===== config.mk =====
export PLATFORM = sky130hd
export DESIGN_NAME = stat_irq_ctrl
export DESIGN_NICKNAME = d
export VERILOG_FILES = /design/src/rtl/stat_irq_ctrl.sv
export SDC_FILE = /design/constraint.sdc
export NUM_CORES = 1
export LEC_CHECK = 0
export ABC_CLOCK_PERIOD_IN_PS = 1150
export BUFFER_PORTS_ARGS = -buffer_cell sky130_fd_sc_hd__buf_2
export CAP_MARGIN = 20
export CORE_ASPECT_RATIO = 1.5
export CORE_MARGIN = 2
export CORE_UTILIZATION = 45
export CTS_BUF_LIST = sky130_fd_sc_hd__clkbuf_16
export DETAILED_ROUTE_END_ITERATION = 10
export PLACE_DENSITY_LB_ADDON = 0.2
export SLEW_MARGIN = 20
export SYNTH_ARGS = -nofsm -noshare
export SYNTH_HDL_FRONTEND = slang
export SYNTH_SLANG_ARGS = --single-unit

===== constraint.sdc =====
create_clock -name clk -period 1.15 [get_ports clk]
set_clock_uncertainty 0.2 [all_clocks]
set_input_delay 0.23 -clock clk [delete_from_list [all_inputs] [get_ports clk]]
set_output_delay 0.23 -clock clk [all_outputs]
set_load 0.02 [all_outputs]

===== src/rtl/stat_irq_ctrl.sv =====
module stat_irq_ctrl #(
  parameter int          AW          = 8,
  parameter logic [7:0]  ADDR_RESET  = 8'h01,
  parameter logic [7:0]  ADDR_STATUS = 8'hC6,
  parameter logic [7:0]  ADDR_MASK   = 8'hCE
) (
  input  logic          clk,
  input  logic          rst_n,
  input  logic [AW-1:0] bus_addr,
  input  logic          bus_wr,
  input  logic          bus_rd,
  input  logic [15:0]   bus_wdata,
  output logic [15:0]   bus_rdata,
  input  logic [13:0]   evt,
  input  logic          prog_ready,
  output logic          irq_n
);

  logic [14:1] flags_q;
  logic        flag0_q;
  logic        irq_q;
  logic [15:0] mask_q;
  logic [15:0] rdata_q;

  wire rd_stat = bus_rd && (bus_addr == ADDR_STATUS);
  wire wr_mask = bus_wr && (bus_addr == ADDR_MASK);
  wire wr_rst  = bus_wr && (bus_addr == ADDR_RESET);
  wire clr     = rd_stat || wr_rst;

  // only rising event edges and bit-0 toggles count as changes; clears do not
  wire [14:0] chg     = {evt & ~flags_q, prog_ready ^ flag0_q};
  wire        irq_set = |(chg & mask_q[14:0]);

  always_ff @(posedge clk or negedge rst_n) begin
    if (!rst_n) begin
      flags_q <= '0;
      flag0_q <= 1'b0;
      irq_q   <= 1'b0;
      mask_q  <= '0;
      rdata_q <= '0;
    end else begin
      flag0_q <= prog_ready;
      flags_q <= (clr ? '0 : flags_q) | evt;
      irq_q   <= irq_set | (irq_q & ~clr);
      if (wr_rst)       mask_q <= '0;
      else if (wr_mask) mask_q <= bus_wdata;
      if (rd_stat)      rdata_q <= {irq_q, flags_q, flag0_q};
    end
  end

  assign bus_rdata = rdata_q;
  assign irq_n     = ~(irq_q & mask_q[15]);

endmodule


==> key figures <==
Global route
  – First-pass GRT wire length: 8.507 mm
  – Initial antenna violation count: 0
  – Largest net degree at the start of global routing: 49
  – GRT Util Overall: 22.87%
  – GRT overflow: 0
  – Vias in the first global route: 1883

CTS
  – Clk Latency, worst-skew pair: 290 ps
  – TritonCTS Buffers: 5
  – Reg clk slew, reported paths: 60 ps
  – Clock tree buffer depth: 2
  – Clk sinks: 48
  – TritonCTS clock tree: built
  – CTS H-Tree Depth: 2
  – Root buffer cell: clkbuf_16

Power
  – Internal power: 3.164 mW
  – Pwr dens: 1251 nW/um^2
  – Sw Ratio: 22.03%
  – Switch Pwr: 0.8942 mW
  – Comb pwr share: 14.7%
  – Sequential Power Share: 45.0%
  – Clock power frac: 40.3%
  – Pleak: 1.593 nW
  – Worst VDD drop: 0.001128 V

Floorplan
  – Core area: 4209 um^2
  – Initial Utilization: 46.49%
  – Number of core rows: 29
  – Die outline width: 57.85 um
  – DIE AREA: 4903 um^2
  – Io pins: 60
  – Height of the die: 84.77 um

Placed design
  – GP Congestion: 0.7264
  – Input/output buffers: 59
  – Detailed placement HPWL: 3.196 mm
  – Dpl cells: 262
  – Worst slack at placement: -1101 ps

Timing
  – Worst Tran Pin Value: 372.9 ps
  – Setup WS post-layout: -792.1 ps
  – RSZ-0062 raised after global routing: yes
  – Final hold vios: 0
  – Final worst path period share: 168.9%
  – Slew Viols, Final: 0
  – Tmin final: 1942 ps
  – Endpoints failing setup: 64
  – Slew headroom: 75.09%
  – Peak Freq: 0.5149 GHz
  – WHS: 29.65 ps

Critical path
  – Worst-path fanout max: 7
  – FF-to-FF path depth: 4
  – WP data arrival: 1910 ps
  – Crit path capture type: flop
  – Setup Crit Path Kind: in2reg
  – Startpoint types: primary input
  – Worst path required time: 1120 ps

Logic synthesis
  – Cells after synthesis: 139
  – Async SR Flop Fraction: 100.0%
  – Count leader, synth: dfrtp_1
  – Post-synth top area cell: dfrtp_1
  – Cell area after synthesis: 1957 um^2
  – Post-synth EDFFs: 0
  – Netlist cell types: 23
  – Synth area leaders: dfrtp_1 (61%), mux2_4 (7.7%), a22o_1 (7.2%)
  – Synth warnings: 0
  – Top cell type's share of synthesized area: 61.38%
  – Main synth FF type: dfrtp_1
  – Seq/Total Area, Yosys: 61.38%
  – Mapped Nets: 182
  – #FFs+latches synth: 48
  – Most frequent cells after synthesis: dfrtp_1 (48), nand2_1 (17), a22o_1 (16)
  – Avg Inst Size Synth: 14.08 um^2

Detailed routing
  – Vias per Instance: 5.150
  – First drt pass iteration count: 4
  – WL per Instance: 16.98 um
  – Post-route ant nets: 0
  – Drt drc: 0
  – Detailed Route Iter0 Violations: 75
  – WL final: 5.417 mm
  – Vias after detailed routing: 1643

Outcome
  – Outcome: finished with violations
  – Failing checks: negative setup slack

Worst hold path
  – Min-Delay Path Class: in2reg
  – Cells on Worst Hold Path: 3

Cells and area
  – Non-Filler Instances: 319
  – Ant diodes: 0
  – Ratio of cells with drive above 1 in the final layout: 48.72%
  – Final nets: 315
  – # fillers: 259
  – P&R area growth vs syn: 65.73%

Run
  – Maxcap violations: 0
==> worst paths after layout <==
check	startpoint	to	slack [ps]
min reg2reg	mask_q[1]	mask_q[1]	300
max reg2reg	mask_q[3]	irq_q	-270
max in group asynchronous	rst_n	flags_q[9]	260
max	bus_addr[0]	bus_rdata[8]	-790
min	evt[9]	flags_q[10]	30
min in group asynchronous	rst_n	bus_rdata[12]	260
==> critical path: stages <==
cell	delay (ps)
buf_6	90
or4b_4	530
or4b_4	590
buf_12	170
mux2_4	300
==> final cells by class <==
cell class              instances  area [um^2]  area share [%]
inverters                       1        3.754          0.1157
clock buffers                   5        125.1           3.858
well taps                      46        57.56           1.775
flip-flops and latches         48         1201           37.04
multi-input cells              85        715.7           22.07
clock inverters                 3        42.54           1.312
repair buffers                131         1097           33.83
==> layer usage <==
layer	part of all wire (%)	track usage, %
met1	37	24.77
met2	57	43.39
met3	4.2	4.314
met4	1.8	6.765
met5	0	0
==> metrics by stage <==
step	TNS [ps]	util, %	area (um^2)	power, mW
global placement	-44540	58.68	2470	2.204
finish	-32740	77.05	3243	4.058
CTS	-32200	75.74	3188	4.033
global route	-34080	77.05	3243	4.207
detailed placement	-45550	58.68	2470	2.221
floorplan	-42400	-	1957	1.998
==> sequential cells by signal, summed over array words and instances (netlist names) <==
name / cells
irq_q: 1
bus_rdata: 16
mask_q: 16
flags_q: 14
flag0_q: 1
==> cells in the final DEF, fill, tap and decap left out, types with 5 or more instances in the layout <==
master	instances
dfrtp_1	48
buf_2	40
buf_4	33
dlygate4sd3_1	31
buf_6	23
nand2_1	17
a22o_1	16
a21o_1	10
mux2_4	10
o22ai_1	7
mux2_2	6
clkbuf_16	5
==> timing repair <==
action,in CTS,in global routing
endpoints found under the setup margin,64,64
pin swaps,1,0
hold buffers,31,0
setup buffers,11,6
cloned,1,0
endpoints found under the hold margin,78,0
gates resized for setup,46,2
==> power by group through the flow <==
| stage | clock [mW] | sequential [mW] | combinational, mW |
|---|---|---|---|
| 2_1_floorplan | 0 | 1.89 | 0.107 |
| 3_3_place_gp | 0 | 1.85 | 0.358 |
| 3_5_place_dp | 0 | 1.85 | 0.372 |
| 4_1_cts | 1.65 | 1.82 | 0.558 |
| 5_1_grt | 1.74 | 1.83 | 0.639 |
| 6_report | 1.64 | 1.83 | 0.596 |
==> logic make-up after synthesis <==
family | Yosys count | synth area share, %
DFF | 48 | 61.38
AOI/OAI and AO/OA | 38 | 15.47
and+or+nand+nor | 30 | 8.823
muxes | 16 | 11.12
buffers and inverters | 6 | 2.749
xor gates and xnor gates | 1 | 0.4477
(Power assumes the default switching activity.)
